--- config.mk ---
export PLATFORM = sky130hd
export DESIGN_NAME = sram_async_ctrl
export DESIGN_NICKNAME = d
export VERILOG_FILES = /design/src/rtl/sram_ctrl_pkg.sv /design/src/rtl/sram_phase_timer.sv /design/src/rtl/sram_seq_fsm.sv /design/src/rtl/sram_pin_regs.sv /design/src/rtl/sram_async_ctrl.sv
export SDC_FILE = /design/constraint.sdc
export NUM_CORES = 1
export LEC_CHECK = 0
export BUFFER_PORTS_ARGS = -buffer_cell sky130_fd_sc_hd__clkbuf_2
export CORE_ASPECT_RATIO = 2
export CORE_MARGIN = 10
export CORE_UTILIZATION = 50
export CTS_CLUSTER_DIAMETER = 60
export DETAILED_ROUTE_END_ITERATION = 10
export GPL_TIMING_DRIVEN = 1
export PLACE_DENSITY = 0.9
export SYNTH_ARGS = -nofsm -noshare
export SYNTH_HDL_FRONTEND = slang
export SYNTH_HIERARCHICAL = 1
export SYNTH_SLANG_ARGS = --single-unit
--- constraint.sdc ---
create_clock -name clk -period 4.4 [get_ports clk]
set_input_delay 0.22 -clock clk [delete_from_list [all_inputs] [get_ports clk]]
set_output_delay 0.22 -clock clk [all_outputs]
set_load 0.005 [all_outputs]
--- src/rtl/sram_ctrl_pkg.sv ---
package sram_ctrl_pkg;

   typedef enum logic [2:0] {
      PH_IDLE   = 3'd0,
      PH_READ   = 3'd1,
      PH_WSETUP = 3'd2,
      PH_WPULSE = 3'd3,
      PH_WHOLD  = 3'd4,
      PH_TURN   = 3'd5
   } phase_e;

   function automatic int unsigned max5(input int unsigned a, input int unsigned b,
                                        input int unsigned c, input int unsigned d,
                                        input int unsigned e);
      int unsigned m;
      m = a;
      if (b > m) m = b;
      if (c > m) m = c;
      if (d > m) m = d;
      if (e > m) m = e;
      return m;
   endfunction

endpackage

--- src/rtl/sram_phase_timer.sv ---
module sram_phase_timer #(
   parameter int unsigned CNT_W = 2
) (
   input  logic             clk,
   input  logic             rst_n,
   input  logic             load,
   input  logic [CNT_W-1:0] load_val,
   output logic             done
);

   logic [CNT_W-1:0] cnt;

   always_ff @(posedge clk or negedge rst_n) begin
      if (!rst_n)          cnt <= '0;
      else if (load)       cnt <= load_val;
      else if (cnt != '0)  cnt <= cnt - 1'b1;
   end

   assign done = (cnt == '0);

endmodule

--- src/rtl/sram_seq_fsm.sv ---
module sram_seq_fsm
   import sram_ctrl_pkg::*;
#(
   parameter int unsigned RD_CYC    = 2,
   parameter int unsigned SETUP_CYC = 1,
   parameter int unsigned WE_CYC    = 2,
   parameter int unsigned HOLD_CYC  = 1,
   parameter int unsigned TURN_CYC  = 1,
   parameter int unsigned CNT_W     = 2
) (
   input  logic             clk,
   input  logic             rst_n,
   input  logic             fire,
   input  logic             is_write,
   input  logic             done,
   output phase_e           phase,
   output phase_e           phase_nxt,
   output logic             load,
   output logic [CNT_W-1:0] load_val
);

   phase_e after_hold;

   generate
      if (RD_CYC < 1)    begin : g_chk_rd    $error("RD_CYC must be at least 1");    end
      if (SETUP_CYC < 1) begin : g_chk_setup $error("SETUP_CYC must be at least 1"); end
      if (WE_CYC < 2)    begin : g_chk_we    $error("WE_CYC must be at least 2");    end
      if (HOLD_CYC < 1)  begin : g_chk_hold  $error("HOLD_CYC must be at least 1");  end

      if (TURN_CYC > 0) begin : g_turn
         assign after_hold = PH_TURN;
      end else begin : g_no_turn
         assign after_hold = PH_IDLE;
      end
   endgenerate

   always_comb begin
      phase_nxt = phase;
      unique case (phase)
         PH_IDLE:   if (fire) phase_nxt = is_write ? PH_WSETUP : PH_READ;
         PH_READ:   if (done) phase_nxt = PH_IDLE;
         PH_WSETUP: if (done) phase_nxt = PH_WPULSE;
         PH_WPULSE: if (done) phase_nxt = PH_WHOLD;
         PH_WHOLD:  if (done) phase_nxt = after_hold;
         PH_TURN:   if (done) phase_nxt = PH_IDLE;
         default:   phase_nxt = PH_IDLE;
      endcase
   end

   always_comb begin
      load_val = '0;
      unique case (phase_nxt)
         PH_READ:   load_val = CNT_W'(RD_CYC - 1);
         PH_WSETUP: load_val = CNT_W'(SETUP_CYC - 1);
         PH_WPULSE: load_val = CNT_W'(WE_CYC - 1);
         PH_WHOLD:  load_val = CNT_W'(HOLD_CYC - 1);
         PH_TURN:   load_val = CNT_W'(TURN_CYC - 1);
         default:   load_val = '0;
      endcase
   end

   assign load = (phase_nxt != phase);

   always_ff @(posedge clk or negedge rst_n) begin
      if (!rst_n) phase <= PH_IDLE;
      else        phase <= phase_nxt;
   end

   // a write never jumps straight from setup to release
   a_r5_pulse_follows_setup: assert property (@(posedge clk) disable iff (!rst_n)
      (phase == PH_WHOLD) |-> ($past(phase) == PH_WPULSE || $past(phase) == PH_WHOLD));

endmodule

--- src/rtl/sram_pin_regs.sv ---
module sram_pin_regs
   import sram_ctrl_pkg::*;
#(
   parameter int unsigned ADDR_W = 20,
   parameter int unsigned DATA_W = 4
) (
   input  logic              clk,
   input  logic              rst_n,
   input  phase_e            phase,
   input  phase_e            phase_nxt,
   input  logic              fire,
   input  logic              done,
   input  logic [ADDR_W-1:0] req_addr,
   input  logic [DATA_W-1:0] req_wdata,
   input  logic [DATA_W-1:0] mem_dq_in,
   output logic [ADDR_W-1:0] mem_addr,
   output logic              mem_ce_n,
   output logic              mem_oe_n,
   output logic              mem_we_n,
   output logic [DATA_W-1:0] mem_dq_out,
   output logic              mem_dq_oe,
   output logic              rd_valid,
   output logic [DATA_W-1:0] rd_data
);

   always_ff @(posedge clk or negedge rst_n) begin
      if (!rst_n) begin
         mem_addr   <= '0;
         mem_dq_out <= '0;
         mem_ce_n   <= 1'b1;
         mem_oe_n   <= 1'b1;
         mem_we_n   <= 1'b1;
         mem_dq_oe  <= 1'b0;
         rd_valid   <= 1'b0;
         rd_data    <= '0;
      end else begin
         if (fire) begin
            mem_addr   <= req_addr;
            mem_dq_out <= req_wdata;
         end
         mem_ce_n  <= (phase_nxt == PH_IDLE) || (phase_nxt == PH_TURN);
         mem_oe_n  <= (phase_nxt != PH_READ);
         mem_we_n  <= (phase_nxt != PH_WPULSE);
         mem_dq_oe <= (phase == PH_WPULSE) &&
                      (phase_nxt == PH_WPULSE || phase_nxt == PH_WHOLD);
         rd_valid  <= (phase == PH_READ) && done;
         if ((phase == PH_READ) && done) rd_data <= mem_dq_in;
      end
   end

   a_r5_we_inside_select: assert property (@(posedge clk) disable iff (!rst_n)
      !mem_we_n |-> (!mem_ce_n && mem_oe_n));

   a_r7_no_contention: assert property (@(posedge clk) disable iff (!rst_n)
      mem_dq_oe |-> mem_oe_n);

   a_r6_quiet_at_we_fall: assert property (@(posedge clk) disable iff (!rst_n)
      $fell(mem_we_n) |-> !mem_dq_oe);

   a_r6_drive_at_we_rise: assert property (@(posedge clk) disable iff (!rst_n)
      $rose(mem_we_n) |-> mem_dq_oe);

   a_r6_release_after_rise: assert property (@(posedge clk) disable iff (!rst_n)
      $rose(mem_we_n) |=> !mem_dq_oe);

   a_r8_addr_stable: assert property (@(posedge clk) disable iff (!rst_n)
      (!mem_ce_n && $past(!mem_ce_n)) |-> $stable(mem_addr));

   a_r4_single_pulse: assert property (@(posedge clk) disable iff (!rst_n)
      rd_valid |=> !rd_valid);

endmodule

--- src/rtl/sram_async_ctrl.sv ---
module sram_async_ctrl
   import sram_ctrl_pkg::*;
#(
   parameter int unsigned ADDR_W    = 20,
   parameter int unsigned DATA_W    = 4,
   parameter int unsigned RD_CYC    = 2,
   parameter int unsigned SETUP_CYC = 1,
   parameter int unsigned WE_CYC    = 2,
   parameter int unsigned HOLD_CYC  = 1,
   parameter int unsigned TURN_CYC  = 1
) (
   input  logic              clk,
   input  logic              rst_n,
   input  logic              req_valid,
   output logic              req_ready,
   input  logic              req_write,
   input  logic [ADDR_W-1:0] req_addr,
   input  logic [DATA_W-1:0] req_wdata,
   output logic              rd_valid,
   output logic [DATA_W-1:0] rd_data,
   output logic [ADDR_W-1:0] mem_addr,
   output logic              mem_ce_n,
   output logic              mem_oe_n,
   output logic              mem_we_n,
   output logic [DATA_W-1:0] mem_dq_out,
   output logic              mem_dq_oe,
   input  logic [DATA_W-1:0] mem_dq_in
);

   localparam int unsigned MAX_CYC = max5(RD_CYC, SETUP_CYC, WE_CYC, HOLD_CYC, TURN_CYC);
   localparam int unsigned CNT_W   = (MAX_CYC < 2) ? 1 : $clog2(MAX_CYC);

   phase_e           phase;
   phase_e           phase_nxt;
   logic             fire;
   logic             done;
   logic             load;
   logic [CNT_W-1:0] load_val;

   assign req_ready = (phase == PH_IDLE);
   assign fire      = req_valid && req_ready;

   sram_phase_timer #(.CNT_W(CNT_W)) i_timer (
      .clk      (clk),
      .rst_n    (rst_n),
      .load     (load),
      .load_val (load_val),
      .done     (done)
   );

   sram_seq_fsm #(
      .RD_CYC    (RD_CYC),
      .SETUP_CYC (SETUP_CYC),
      .WE_CYC    (WE_CYC),
      .HOLD_CYC  (HOLD_CYC),
      .TURN_CYC  (TURN_CYC),
      .CNT_W     (CNT_W)
   ) i_fsm (
      .clk       (clk),
      .rst_n     (rst_n),
      .fire      (fire),
      .is_write  (req_write),
      .done      (done),
      .phase     (phase),
      .phase_nxt (phase_nxt),
      .load      (load),
      .load_val  (load_val)
   );

   sram_pin_regs #(
      .ADDR_W (ADDR_W),
      .DATA_W (DATA_W)
   ) i_pins (
      .clk        (clk),
      .rst_n      (rst_n),
      .phase      (phase),
      .phase_nxt  (phase_nxt),
      .fire       (fire),
      .done       (done),
      .req_addr   (req_addr),
      .req_wdata  (req_wdata),
      .mem_dq_in  (mem_dq_in),
      .mem_addr   (mem_addr),
      .mem_ce_n   (mem_ce_n),
      .mem_oe_n   (mem_oe_n),
      .mem_we_n   (mem_we_n),
      .mem_dq_out (mem_dq_out),
      .mem_dq_oe  (mem_dq_oe),
      .rd_valid   (rd_valid),
      .rd_data    (rd_data)
   );

   a_r2_busy_not_ready: assert property (@(posedge clk) disable iff (!rst_n)
      !mem_ce_n |-> !req_ready);

   a_r3_read_strobes: assert property (@(posedge clk) disable iff (!rst_n)
      !mem_oe_n |-> (mem_we_n && !mem_ce_n));

endmodule

# ---- After elaboration in Yosys (flattened, before gate mapping)
# Cells that the tools add are included.
dict set report classes {
  n_addsub 1
  n_reduce_logical 9
  eq_ne 12
  bitwise 1
  n_mux 10
}
# operator count
set op_table {}
lappend op_table {{3-bit two-way mux} 5}
lappend op_table {{3-bit case mux with 5 select lines} 1}
lappend op_table {{3-bit equality test (second input constant)} 4}
lappend op_table {{3-bit by 2-bit equality test with 1-bit output (second input constant)} 3}
lappend op_table {{3-bit by 1-bit equality test with 1-bit output (second input constant)} 2}
lappend op_table {{3-bit logical NOT} 2}
lappend op_table {{2-bit OR reduction} 2}
lappend op_table {{1-bit logical AND} 3}
lappend op_table {{1-bit two-way mux} 3}
lappend op_table {{3-bit by 1-bit != test with 1-bit output (second input constant)} 1}
lappend op_table {{3-bit by 2-bit != test with 1-bit output (second input constant)} 1}
lappend op_table {{3-bit != test} 1}
lappend op_table {{1-bit logical OR} 2}
lappend op_table {{2-bit two-way mux} 1}
lappend op_table {{1-bit NOT} 1}
lappend op_table {{1-bit subtractor (second input constant)} 1}
dict set report word_totals {
  in_bits 32
  out_inout_bits 34
  ff_bits 37
}

# ---- Depth between registers and ports, before layout
# Gate-level depths: netlist of the first run.
dict set report depth {
  word_depth 8
  depth_mapped 6
  mapped_depth_nobuf 6
}

# ---- By module
# The synthesis of the first run kept the hierarchy.
# mod area_each_um2 cells_per_inst instances seq_area_each_um2
set modules_own_cells {}
lappend modules_own_cells {sram_pin_regs 1247.4 73 1 829.5}
lappend modules_own_cells {sram_seq_fsm 230.2 28 1 75.1}
lappend modules_own_cells {sram_phase_timer 35.0 3 1 25.0}
lappend modules_own_cells {sram_async_ctrl 20.0 2 1 0.0}

# ---- Worst setup path before layout of the first run
# OpenSTA, ideal clock, no wires.
dict set report synth_timing {
  path_type {flip-flop to flip-flop}
  startpoint {register i_fsm.phase[1]}
  endpoint {register i_pins.mem_oe_n}
  n_path_buf 0
  slack_ns 2.620
  t_arrival_ns 1.688
  setup_ns 0.092
  stages_incl_launch_ff 6
  path_cell_list {dfrtp_1 -> nor4b_2 -> nand2b_1 -> a22oi_1 -> o211a_1 -> or3b_2}
}
dict set report synth_between {
  elab_chain_len 5
  elab_cells_between_ends 15
  cone_classes {eq/ne (6); mux (6); reduce/logical (3)}
}
# item line
set synth_lines {}
lappend synth_lines {{from (decl)} sram_seq_fsm.sv:16} ;# output phase_e phase,
lappend synth_lines {{from (signal assigned)} sram_seq_fsm.sv:66} ;# else phase <= phase_nxt;
lappend synth_lines {{3-bit logical NOT} sram_async_ctrl.sv:40} ;# assign req_ready = (phase == PH_IDLE);
lappend synth_lines {{1-bit logical AND} sram_async_ctrl.sv:41} ;# assign fire = req_valid && req_ready;
lappend synth_lines {{via fire} sram_async_ctrl.sv:35} ;# logic fire;
lappend synth_lines {{3-bit two-way mux} sram_seq_fsm.sv:40} ;# PH_IDLE: if (fire) phase_nxt = is_write ? PH_WSETUP : PH_READ;
lappend synth_lines {{3-bit case mux with 5 select lines} sram_seq_fsm.sv:39} ;# unique case (phase)
lappend synth_lines {{via phase_nxt[0]} sram_async_ctrl.sv:34} ;# phase_e phase_nxt;
lappend synth_lines {{3-bit by 1-bit != test with 1-bit output} sram_pin_regs.sv:42} ;# mem_oe_n <= (phase_nxt != PH_READ);
lappend synth_lines {{to (signal assigned)} sram_pin_regs.sv:42}
lappend synth_lines {{to (decl)} sram_pin_regs.sv:18} ;# output logic mem_oe_n,
# The timed path passes the listed nets, and every way through them passes these cells.
# A chain may end at the register's enable or synchronous reset.

# ---- Final worst setup path of the first run
dict set report layout_timing {
  startpoint {register i_fsm.phase[0]}
  endpoint {register i_pins.rd_data[0]}
}
dict set report layout_between {
  elab_chain_len 2
}
# item line
set layout_lines {}
lappend layout_lines {{3-bit by 1-bit equality test with 1-bit output} sram_pin_regs.sv:47} ;# if ((phase == PH_READ) && done) rd_data <= mem_dq_in;
lappend layout_lines {{1-bit logical AND} sram_pin_regs.sv:47}
lappend layout_lines {{to (signal assigned)} sram_pin_regs.sv:47}
lappend layout_lines {{to (decl)} sram_pin_regs.sv:23} ;# output logic [DATA_W-1:0] rd_data
# No other way between the ends.

==> results list, run 1 <==
- Pin slew with the least headroom to its limit: 1.16 ns
- Area growth from synthesis to final layout: 26.9%
- Entering global routing, the biggest net connects 38 pins.
* Mean cell area of the mapped netlist: 14.5 sq um
- Static power due to leakage: 0.970 nW
* Kind of start point of the critical path: register
- First-pass GRT wire length: 5490 um
- Core Region: 0.00294 sq mm
- The biggest area contributor in the post-synthesis netlist is sky130_fd_sc_hd__dfrtp_1.
* Post-synthesis cell count: 106
* TritonCTS clock tree: done
* Peak VDD IR: 0.378 mV
* Clock root buffer master: sky130_fd_sc_hd__clkbuf_8
- The clock reaches the later pin of the worst-skew pair after 0.29 ns.
- The wire-length estimate of the detail-placed layout is 2870 um.
* Via count of the first global-routing pass: 1130
* Hold bufs inserted after CTS: 0
- Result of the run: finished clean
- Max Buffers Root-to-Sink: 2
* Fin util: 66.1%
- Yosys top cell area share: 55.5%
- Global routing consumed, over all layers together, 12.1% of the routing resources.
- Setup slack closes at 2.36 ns.
* Antenna Violating Nets Remaining: 0
* CP endpoint kind: register
- Final instance count without filler cells: 203
- Net Sw Power: 461 uW
- Ys Warns: 6
- Endpoints failing setup: 0
- Final routed DRC violation total: 0
- Net count after synthesis: 138
- In this run the tightest slew margin relative to its limit is 21.7%.
- H-Tree Level Count: 2
* Final Cell Area: 0.00194 sq mm
* Vias per cell: 5.47
* Post-placement cell area: 0.00186 sq mm
* Fin Hold WS: 0.0346 ns
- The share of total power dissipated in combinational logic is 40.2%.
- The clock network accounts for 16.0% of the total power.
- IO Pins: 66
- After detailed routing, the average wire length per cell comes to 17.7 um.
* Critical path data required time: 4.57 ns
- Total CTS buffers: 5
- Detailed routing inserted a total of 1111 vias.
* Part of the Yosys area used for sequential elements: 60.7%
- The pre-antenna-repair detailed-routing pass consisted of 4 iterations.
* Unrepaired setup endpoints after global routing: false
- Along the worst path, the maximum fanout reaches 13.
* Setup fix buffers added after clock tree synthesis: 0
- After synthesis the cells add up to 0.00153 sq mm.
- The max-slew violation count is 0.
- Critical Setup Path Class: reg -> reg
- Clock-pin slew was measured on the worst setup and hold paths at 0.07 ns.
* Count of routing violations after the opening detailed-route iteration: 13
- Post-route clock skew: 0.00637 ns
- # placed instances: 195
* Vertical die dimension: 98.3 um
- Largest cells by area after synthesis: sky130_fd_sc_hd__dfrtp_1 56%, sky130_fd_sc_hd__mux2_2 18%, sky130_fd_sc_hd__dfstp_2 5.1%
* Power per cell area: 723 mW/mm^2
* Setup TNS: 0 ns
- Placement row count: 28
* Data arrival time of the critical path: 2.21 ns
- Cell internal power was estimated by the tool at 944 uW.
- Total detailed-routing wirelength: 3590 um
- CTS Sinks: 37
- The worst hold path belongs to the class in -> async.
* Number of distinct standard cells referenced by the synthesized netlist: 30
- Share of the clock period used by the worst path after layout: 46.3%
* Die Outline Area: 0.00581 sq mm
- GRT overflow: 0
- Sequential fraction of design power: 43.8%
- Share of final-layout standard cells stronger than drive strength 1: 63.6%
* Max cap viols: 0
- For this configuration, the core starts out at a cell density of 52.1%.
* Count of nets after finishing: 204
- Gates resized during post-CTS repair numbered 0.
* Port Buf Inserts: 65
- Switching part of the total power: 32.8%
- The number of antenna violations at the first check in global routing was 0.
- The number of hold-slack violations in the final timing report is 0.
- Derived from the worst setup path, the maximum achievable clock frequency is 491 MHz.
- 0 antenna diodes ended up in the layout.
- Overall power of the completed layout: 1.41 mW
- Subtracting the final worst setup slack from the clock period gives 2.04 ns.
* Highest-count cells in the layout ignoring fill and taps: 65 x sky130_fd_sc_hd__clkbuf_2, 34 x sky130_fd_sc_hd__dfrtp_1, 24 x sky130_fd_sc_hd__mux2_2
* Worst setup timing slack at the placement stage: 2.38 ns
* Final estimated routing congestion in global placement: 0.845
* Register bit total from synthesis: 37
- From left edge to right edge, the die measures 59.2 um.
* Most frequent standard cell in the layout excluding fill and tap cells: sky130_fd_sc_hd__clkbuf_2
## power groups by stage
stage | logic [mW] | registers (mW) | clock network [mW]
detailed placement | 0.577 | 0.622 | 0
global route | 0.619 | 0.635 | 0.244
finish | 0.565 | 0.615 | 0.225
global placement | 0.547 | 0.607 | 0
floorplan | 0.348 | 0.608 | 0
CTS | 0.579 | 0.616 | 0.234
## metal layers
layer  global-route usage (%)  vias up  part of all wire, %
met5                        0        -                    0
met4                     5.68        0                  2.6
met3                     6.10       10                   10
met2                     20.9       56                   53
met1                     11.0      545                   34
li1                         -      500                    -
## path summary, 6_finish.rpt
kind	from	end	slack, ns	cells after the start
setup / recovery	i_fsm/phase[0]$_DFF_PN0_	i_pins/rd_data[0]$_DFFE_PN0P_	2.36	2
hold / removal	rst_n	i_pins/mem_addr[17]$_DFFE_PN0P_	0.03	1
setup reg to reg	i_fsm/phase[0]$_DFF_PN0_	i_pins/rd_data[0]$_DFFE_PN0P_	2.36	2
hold reg to reg	i_pins/mem_addr[0]$_DFFE_PN0P_	i_pins/mem_addr[0]$_DFFE_PN0P_	0.51	1
max in group asynchronous	rst_n	i_fsm/phase[1]$_DFF_PN0_	3.81	1
min in group clk	req_wdata[0]	i_pins/mem_dq_out[0]$_DFFE_PN0P_	0.16	2
## sequential cells by signal, indices dropped and copies added, names as in the netlist
register / count
i_fsm/phase: 3
i_pins/mem_dq_oe: 1
i_pins/mem_dq_out: 4
i_pins/mem_ce_n: 1
i_timer/cnt: 1
i_pins/mem_we_n: 1
i_pins/rd_valid: 1
i_pins/mem_addr: 20
i_pins/rd_data: 4
i_pins/mem_oe_n: 1
## kinds of logic (layout without fill, tap and decap cells)
| kind of cell | count (synthesis) | count (layout) | share of synthesized area [%] |
|---|---|---|---|
| AO/OA/AOI/OAI | 11 | 11 | 4.90 |
| XOR/XNOR | 1 | 1 | 0.572 |
| buffers and inverters | 9 | 76 | 4.00 |
| flip-flops | 37 | 37 | 60.7 |
| multiplexers | 28 | 28 | 21.6 |
| AND/OR/NAND/NOR | 20 | 20 | 8.33 |
## layout make-up
| class | count | area, sq um |
|---|---|---|
| fill | 221 | 998 |
| sequential | 37 | 930 |
| multi-input combinational | 60 | 551 |
| timing repair buffer | 66 | 333 |
| clock buffer | 5 | 68.8 |
| tap | 30 | 37.5 |
| clock inverter | 3 | 17.5 |
| inverter | 2 | 7.51 |
## cells in the mapped netlist (all sizes together)
master	number
o211a	1
nand3	1
dfstp	3
a22oi	1
inv	2
nand2	3
o21a	1
a21oi	3
nand3b	3
buf	7
o32a	1
and2	1
nor2	5
nor4b	1
mux2	28
nand2b	1
dfrtp	34
a2bb2oi	1
nor4bb	1
or3b	2
xor2	1
o21ai	3
nor3	2
## worst max-delay path: stages, from the launching register on
cell and delay (ns):
sky130_fd_sc_hd__dfrtp_1 0.60, sky130_fd_sc_hd__nor4bb_1 0.97, sky130_fd_sc_hd__mux2_4 0.36
Power figures use the tool's default switching activity.
==> run 2, diff against run 1 <==
- CORE_UTILIZATION: 50 -> 46
- PLACE_DENSITY: 0.9 -> 0.85
- clock period: 4.4 -> 2.1 ns (I/O delays scaled with it)
==> results list, run 2 (synthesized netlist as in run 1, its figures left out) <==
* Result of the run: finished clean
* Slew margin rel.: 41.7% (+20 points)
* Critical Path Max Stage Delay: 0.53 ns (-0.44 ns)
- The critical path goes through nor4b_4, nand2b_1, a22oi_1, o211a_1, or3b_2.
* Pint: 2.17 mW (+130%)
* Number of antenna diodes: 0 (unchanged)
- The total design power is 3.12 mW (+120%).
- The number of primary I/O pins came to 66 (unchanged).
* Kind of start point of the critical path: register
- Data arrival time of the critical path: 2.11 ns (-0.10 ns)
* TritonCTS clock tree: done
- Fin Hold WS: 0.0523 ns (+0.0177 ns)
- The instance area after placement was 0.00188 sq mm (+1.3%).
* Flip-flop count of the largest register, all copies and words added: 20 (unchanged)
- The number of hold buffers added after cts is 1 (+1).
- Tmin final: 1.91 ns (-0.132 ns)
- The post-CTS clock slew at the launch and capture registers of the worst setup and hold paths came to 0.07 ns (about the same).
* Pin slew with the least headroom to its limit: 0.874 ns (-0.285 ns)
- The worst register-to-register path begins at i_fsm/phase[2]$_DFF_PN0_.
- The post-DP HPWL was 2870 um (-0.13%).
- Area growth from synthesis to final layout: 31.0%
- The net switching power figure came to 954 uW (+110%).
* Reg-to-reg setup timing slack: 0.19 ns (-2.17 ns)
- For hold timing, the worst endpoint is i_pins/mem_addr[16]$_DFFE_PN0P_.
- The worst endpoint required time was 2.30 ns (-2.27 ns).
- Peak VDD IR: 0.945 mV (+150%)
- The sum of negative setup slack was 0 ns (unchanged).
- Final hold violation count: 0 (unchanged)
- Starting density of the core: 48.0% (-4.1 points)
- Clk_lat worst skew: 0.28 ns (about the same)
- The number of gates resized after cts was 0 (unchanged).
- Total CTS buffers: 5 (unchanged)
- The critical path in this run is classified as reg -> reg.
- The number of antenna violations at the first check in global routing came to 0 (unchanged).
* Antenna Violating Nets Remaining: 0 (unchanged)
- Via count: 1090 (-1.9%)
* Via count of the first global-routing pass: 1125 (-0.44%)
- First-pass GRT wire length: 5690 um (+3.5%)
* Vias per cell: 5.24 (-4.2%)
- Sequential fraction of design power: 40.0% (-3.8 points)
* Setup fix buffers added after clock tree synthesis: 0 (unchanged)
- Max cap viols: 0 (unchanged)
* Setup slack after layout: 0.195 ns (-2.17 ns)
- The iteration count of the initial detailed-routing pass was 4 (unchanged).
- Biggest register: i_pins/mem_addr
* CP startpoint: i_fsm/phase[2]$_DFF_PN0_
* Worst setup timing slack at the placement stage: 0.205 ns (-2.18 ns)
- The largest registers in the layout are i_pins/mem_addr: 20 flops, i_pins/mem_dq_out: 4 flops, i_pins/rd_data: 4 flops.
- Fin. max-slew vios: 0 (unchanged)
* Unrepaired setup endpoints after global routing: false
- The share of layout cells above drive strength 1 was 63.3% (-0.31 points).
- The pin count of the biggest net entering global routing came to 38 (unchanged).
* Share of total power in the clock network: 19.9% (+3.9 points)
* H-Tree Level Count: 2 (unchanged)
* GRT overflow: 0 (unchanged)
- The post-placement cell count is 199 (+2.1%).
- The starting DRC count in detailed routing is 33 (+20).
- Final routed DRC violation total: 0 (unchanged)
- Clock tree synthesis selected as its root buffer the cell sky130_fd_sc_hd__clkbuf_8.
- Final estimated routing congestion in global placement: 0.839 (-0.70%)
* Most frequent standard cell in the layout excluding fill and tap cells: sky130_fd_sc_hd__clkbuf_2
- The number of endpoints failing setup at the final stage came to 0 (unchanged).
* Post-route clock skew: 0.00527 ns (-0.00110 ns)
- The number of clock sinks came to 37 (unchanged).
- Class of the tightest hold or removal check: in -> reg
- The switching share of power was 30.6% (-2.3 points).
* Share of the clock period used by the worst path after layout: 90.7% (+44 points)
- The kind of cell with the highest combined delay along the critical path is simple AND/OR/NAND/NOR gates.
- Die Outline Area: 0.00618 sq mm (+6.3%)
- Counting instances, the worst hold path has a depth of 2.
- The per-cell routed wire length is 17.7 um (-0.15%).
- Power per cell area: 1550 mW/mm^2 (+110%)
- The largest buffer count on any clock path came to 2 (unchanged).
* Library cell contributing the largest single delay on the critical path: sky130_fd_sc_hd__dfrtp_1
* Terminus of the critical flop-to-flop path: i_pins/mem_oe_n$_DFF_PN1_
- The fmax came to 525 MHz (+6.9%).
- The count of fill cells added during filler insertion is 264 (+19%).
* Count of nets after finishing: 208 (+2.0%)
- Worst path bufs/invs: 0 (unchanged)
- The post-detailed-routing wire length came to 3680 um (+2.3%).
- The worst reg-to-reg path cell count came to 5 (+3).
* Fin util: 62.9% (-3.2 points)
- Placement row count: 29 (+3.6%)
* CP endpoint kind: register
* Portion of total power attributed to combinational logic: 40.2% (about the same)
- The worst hold path begins at req_addr[16].
- The non-filler instance count after layout came to 208 (+2.5%).
- Vertical die dimension: 102 um (+3.4%)
- Die X: 60.8 um (+2.8%)
* Core Region: 0.00319 sq mm (+8.5%)
* Port Buf Inserts: 65 (unchanged)
* All-Layer GR Usage: 12.2% (+0.12 points)
- Max Fanout on Critical Path: 13 (unchanged)
- In the layout the commonest cells are 65 x sky130_fd_sc_hd__clkbuf_2, 34 x sky130_fd_sc_hd__dfrtp_1, 24 x sky130_fd_sc_hd__mux2_2.
- Final Cell Area: 0.00201 sq mm (+3.3%)
- The leakage dissipation came to 1.00 nW (+3.5%).
[run 2: changes by cell type in the layout (fill, tap and decap cells not counted), sizes merged]
cell / before / now
bufinv: 0 / 1
clkbuf: 70 / 72
buf: 1 / 4
dlygate4sd3: 0 / 1
clkinv: 2 / 0
clkinvlp: 1 / 0
[run 2: metal layers]
metal | vias up | wire (um) | share of wire [%] | track usage, %
met2 | 39 | 2140 | 58 | 21.6
met5 | - | 0 | 0 | 0
met3 | 6 | 308 | 8.4 | 3.76
met4 | 0 | 84 | 2.3 | 6.45
li1 | 508 | - | - | -
met1 | 537 | 1150 | 31 | 11.9
[run 2: power groups by stage]
stage | registers [mW] | clock network, mW | logic [mW]
floorplan | 1.27 | 0 | 0.729
CTS | 1.25 | 0.637 | 1.29
global route | 1.29 | 0.666 | 1.37
finish | 1.25 | 0.620 | 1.25
detailed placement | 1.27 | 0 | 1.28
global placement | 1.24 | 0 | 1.23
[run 2: how the worst max path moves through the flow]
stage,to,slack (ns),depth (start not counted)
finish,i_pins/mem_oe_n$_DFF_PN1_,0.19,5
global placement,i_pins/mem_oe_n$_DFF_PN1_,0.32,5
CTS,i_pins/mem_oe_n$_DFF_PN1_,0.19,5
floorplan,i_pins/mem_oe_n$_DFF_PN1_,0.32,5
global route,i_pins/mem_oe_n$_DFF_PN1_,0.08,5
detailed placement,i_pins/mem_oe_n$_DFF_PN1_,0.21,5
[run 2: layout make-up]
type	count	area, sq um	area share (%)
repair buffers	70	365	18.2
clock inverters	1	30.0	1.50
well taps	31	38.8	1.93
inverters	2	7.51	0.374
flip-flops and latches	37	930	46.3
multi-input cells	60	551	27.4
clock buffers	7	86.3	4.30
[run 2: worst reg2reg max path, delay by kind of cell, from the launching register on]
family           cells  cell delay, ns
flip-flops           1            0.53
AO/OA/AOI/OAI        2            0.39
AND/OR/NAND/NOR      3            0.91
==> run 3, diff against run 2 <==
--- a/config.mk
+++ b/config.mk
@@ -9,11 +9,10 @@
 export CORE_ASPECT_RATIO = 2
 export CORE_MARGIN = 10
-export CORE_UTILIZATION = 46
+export CORE_UTILIZATION = 47
 export CTS_CLUSTER_DIAMETER = 60
 export DETAILED_ROUTE_END_ITERATION = 10
 export GPL_TIMING_DRIVEN = 1
-export PLACE_DENSITY = 0.85
+export PLACE_DENSITY = 0.86
 export SYNTH_ARGS = -nofsm -noshare
 export SYNTH_HDL_FRONTEND = slang
-export SYNTH_HIERARCHICAL = 1
 export SYNTH_SLANG_ARGS = --single-unit
==> constraint.sdc (replaced) <==
create_clock -name clk -period 2.1 [get_ports clk]
set_input_delay 0.315 -clock clk [delete_from_list [all_inputs] [get_ports clk]]
set_output_delay 0.315 -clock clk [all_outputs]
set_load 0.005 [all_outputs]
==> results list, run 3 <==
- Result of the run: finished clean
- Worst setup timing slack at the placement stage: 0.452 ns (+0.247 ns)
* GRT overflow: 0 (unchanged)
- CP endpoint kind: register
- The net count after synthesis is 132 (-4.3%).
- The buffers inserted during post-CTS setup optimization is 0 (unchanged).
* Fin. max-slew vios: 0 (unchanged)
- Post-route clock skew: 0.00478 ns (-0.000486 ns)
- Post-synthesis cell count: 100 (-5.7%)
- Clk pin slew, worst setup/hold paths: 0.07 ns (about the same)
* Yosys top cell by area: sky130_fd_sc_hd__dfrtp_1
* Met1 global-route usage: 11.9% (+0.038 points)
- The pin count of the biggest net entering global routing is 38 (unchanged).
- Power per cell area: 1650 mW/mm^2 (+5.9%)
* Pin slew with the least headroom to its limit: 0.893 ns (+0.0188 ns)
* Initial antenna violation count: 0 (unchanged)
- The number of clock sinks is 37 (unchanged).
- The min-delay analysis places its worst path in the category in -> async.
- The post-DP HPWL is 2980 um (+3.7%).
- The sum of negative setup slack came to 0 ns (unchanged).
- Share of final-layout standard cells stronger than drive strength 1: 65.1% (+1.8 points)
- Hold bufs inserted after CTS: 0 (-1)
- Number of antenna diodes: 0 (unchanged)
- The count of cell types in the netlist came to 26 (-13%).
- The core footprint is 0.00323 sq mm (+1.1%).
* Sequential fraction of design power: 40.5% (+0.5 points)
- Final routed DRC violation total: 0 (unchanged)
- The count of maximum capacitance violations came to 0 (unchanged).
- Clock root buffer master: sky130_fd_sc_hd__clkbuf_8
- Vertical die dimension: 102 um (+0.59%)
- Clk_lat worst skew: 0.28 ns (about the same)
- Share of total power in the clock network: 21.5% (+1.6 points)
* Final Cell Area: 0.00203 sq mm (+1.0%)
- Compared with the post-synthesis result, the final layout area differs by 27.6%.
- The number of CTS-inserted buffers is 5 (unchanged).
- Final instance count without filler cells: 200 (-3.8%)
* Commonest cells post-synth: 34 x sky130_fd_sc_hd__dfrtp_1, 20 x sky130_fd_sc_hd__mux2_4, 9 x sky130_fd_sc_hd__mux2_2
- # placed instances: 192 (-3.5%)
- First-pass GRT wire length: 5860 um (+3.0%)
- The worst setup slack after layout came to 0.453 ns (+0.258 ns).
- The top-area cell type share of the netlist area came to 53.5% (-2.0 points).
- Resize count post-CTS: 0 (unchanged)
* Net Sw Power: 1.00 mW (+4.9%)
- Post-placement cell area: 0.00189 sq mm (+0.67%)
* Endpoints failing setup: 0 (unchanged)
- The total of warnings raised by yosys was 0 (-6).
* CP startpoint: i_fsm.phase[0]$_DFF_PN0_
- The number of vias in the routed layout was 1042 (-4.4%).
- The number of global-route vias before repair came to 1172 (+4.2%).
- The cell area after synthesis came to 0.00159 sq mm (+3.7%).
- Among all flip-flop cells after synthesis, the most frequent one is sky130_fd_sc_hd__dfrtp_1.
- Number of flops mapped to enable cells by yosys: 0 (unchanged)
- Port Buf Inserts: 65 (unchanged)
* Mean cell area of the mapped netlist: 15.9 sq um (+9.9%)
- Die X: 61.1 um (+0.49%)
- The largest buffer count on any clock path was 2 (unchanged).
- The number of hold-slack violations in the final timing report came to 0 (unchanged).
- The total of flip-flops plus latches after synthesis was 37 (unchanged).
* Tmin final: 1.65 ns (-0.258 ns)
- The largest registers in the layout are i_pins.mem_addr: 20 flops, i_pins.mem_dq_out: 4 flops, i_pins.rd_data: 4 flops.
- Setup repair after global routing left no endpoint under its margin.
- H-Tree Level Count: 2 (unchanged)
* Kind of start point of the critical path: register
- All-Layer GR Usage: 12.7% (+0.53 points)
* IO Pins: 66 (unchanged)
- The fmax is 607 MHz (+16%).
- Flip-flop count of the largest register, all copies and words added: 20 (unchanged)
* Detailed-route wire length per cell: 18.6 um (+5.5%)
* Count of nets after finishing: 200 (-3.8%)
* Global-route track usage on met3: 6.09% (+2.3 points)
- By instance count, the leading cell after synthesis is sky130_fd_sc_hd__dfrtp_1.
- The iteration count of the initial detailed-routing pass was 4 (unchanged).
- Antenna Violating Nets Remaining: 0 (unchanged)
- The final cycle utilization of the critical path was 78.4% (-12 points).
* Final estimated routing congestion in global placement: 0.698 (-17%)
* Most frequent standard cell in the layout excluding fill and tap cells: sky130_fd_sc_hd__clkbuf_2
- The starting DRC count in detailed routing came to 13 (-61%).
- The met2 demand-to-capacity share in global routing was 22.3% (+0.72 points).
- Gr busiest metal: met2
* Starting density of the core: 49.2% (+1.2 points)
* Part of the Yosys area used for sequential elements: 58.5% (-2.1 points)
- Data arrival time of the critical path: 1.82 ns (-0.29 ns)
- FFs w/ async S/R, synth: 100% (unchanged)
- Slew margin rel.: 40.5% (-1.3 points)
* Critical Setup Path Class: reg -> reg
- Critical R2R Launch: i_fsm.phase[0]$_DFF_PN0_
* Placement row count: 29 (unchanged)
- Vias per cell: 5.21 (-0.58%)
* Largest cells by area after synthesis: sky130_fd_sc_hd__dfrtp_1 54%, sky130_fd_sc_hd__mux2_4 19%, sky130_fd_sc_hd__mux2_2 6.4%
- The largest vdd supply drop is 1.01 mV (+6.5%).
- Portion of total power attributed to combinational logic: 38.0% (-2.2 points)
* Switching part of the total power: 30.0% (-0.57 points)
* Max Fanout on Critical Path: 14 (+1)
- Critical path data required time: 2.27 ns (-0.03 ns)
- The die area came to 0.00625 sq mm (+1.1%).
- In the layout the commonest cells are 65 x sky130_fd_sc_hd__clkbuf_2, 34 x sky130_fd_sc_hd__dfrtp_1, 20 x sky130_fd_sc_hd__mux2_4.
- The design internal power came to 2.34 mW (+7.8%).
- TritonCTS built the clock tree.
- More flip-flops sit in one register than any other, and that register is i_pins.mem_addr.
- The leakage dissipation is 1.04 nW (+3.1%).
- The post-detailed-routing wire length is 3730 um (+1.4%).
[run 3: changes by cell type after synthesis, sizes merged, moves of 2 or more]
cell    change
nor2b       +2
nand3b      -3
nor2        -2
buf         -2
nand2b      +2
[run 3: metrics by stage]
step | util, % | total power [mW] | hold slack, ns
after floorplan | - | 2.18 | 0.0194
after global placement | 58.7 | 2.58 | 0.448
after detailed placement | 58.7 | 2.66 | 0.484
after CTS | 62.8 | 3.40 | 0.173
after global routing | 62.8 | 3.57 | 0.189
final | 62.8 | 3.34 | 0.147
[run 3: cells by family after synthesis]
family / count (synthesis) / synth area share, %
and+or+nand+nor: 16 / 6.93
DFF: 37 / 58.5
muxes: 29 / 25.3
buffers and inverters: 8 / 5.12
AOI/OAI and AO/OA: 10 / 4.17
[run 3: power groups by stage]
stage                     clock [mW]  combinational (mW)  sequential [mW]
after global routing           0.774                1.39             1.40
after detailed placement           0                1.31             1.36
after global placement             0                1.24             1.33
after floorplan                    0               0.870             1.31
final                          0.716                1.27             1.35
after CTS                      0.735                1.31             1.35
[run 3: metal layers]
layer  vias up  part of all wire (%)
li1        482                     -
met1       515                    34
met2        40                    55
met3         5                   9.6
met4         0                   1.0
met5         -                     0
[run 3: cell type report]
| cell class | count | area [sq um] |
|---|---|---|
| multi-input cells | 55 | 578 |
| repair buffers | 67 | 340 |
| inverters | 2 | 7.51 |
| clock buffers | 5 | 68.8 |
| clock inverters | 3 | 65.1 |
| flip-flops and latches | 37 | 930 |
| well taps | 31 | 38.8 |
| fillers | 254 | 1200 |
[run 3: path summary, 6_finish.rpt]
| path | endpoint | slack, ns | depth (start not counted) |
|---|---|---|---|
| max | i_pins.mem_addr[11]$_DFFE_PN0P_ | 0.45 | 4 |
| max in group asynchronous | i_pins.mem_dq_out[3]$_DFFE_PN0P_ | 1.39 | 1 |
| min in group clk | i_pins.mem_dq_out[2]$_DFFE_PN0P_ | 0.26 | 2 |
| max reg2reg | i_pins.mem_addr[11]$_DFFE_PN0P_ | 0.45 | 4 |
| min | i_pins.mem_dq_oe$_DFF_PN0_ | 0.15 | 1 |
| min reg2reg | i_pins.rd_data[1]$_DFFE_PN0P_ | 0.51 | 1 |
[run 3: critical path: stages, from the launching register on]
cell and delay (ns):
sky130_fd_sc_hd__dfrtp_1 0.52, sky130_fd_sc_hd__nor3_4 0.24, sky130_fd_sc_hd__and2_1 0.16, sky130_fd_sc_hd__buf_4 0.27, sky130_fd_sc_hd__mux2_4 0.33
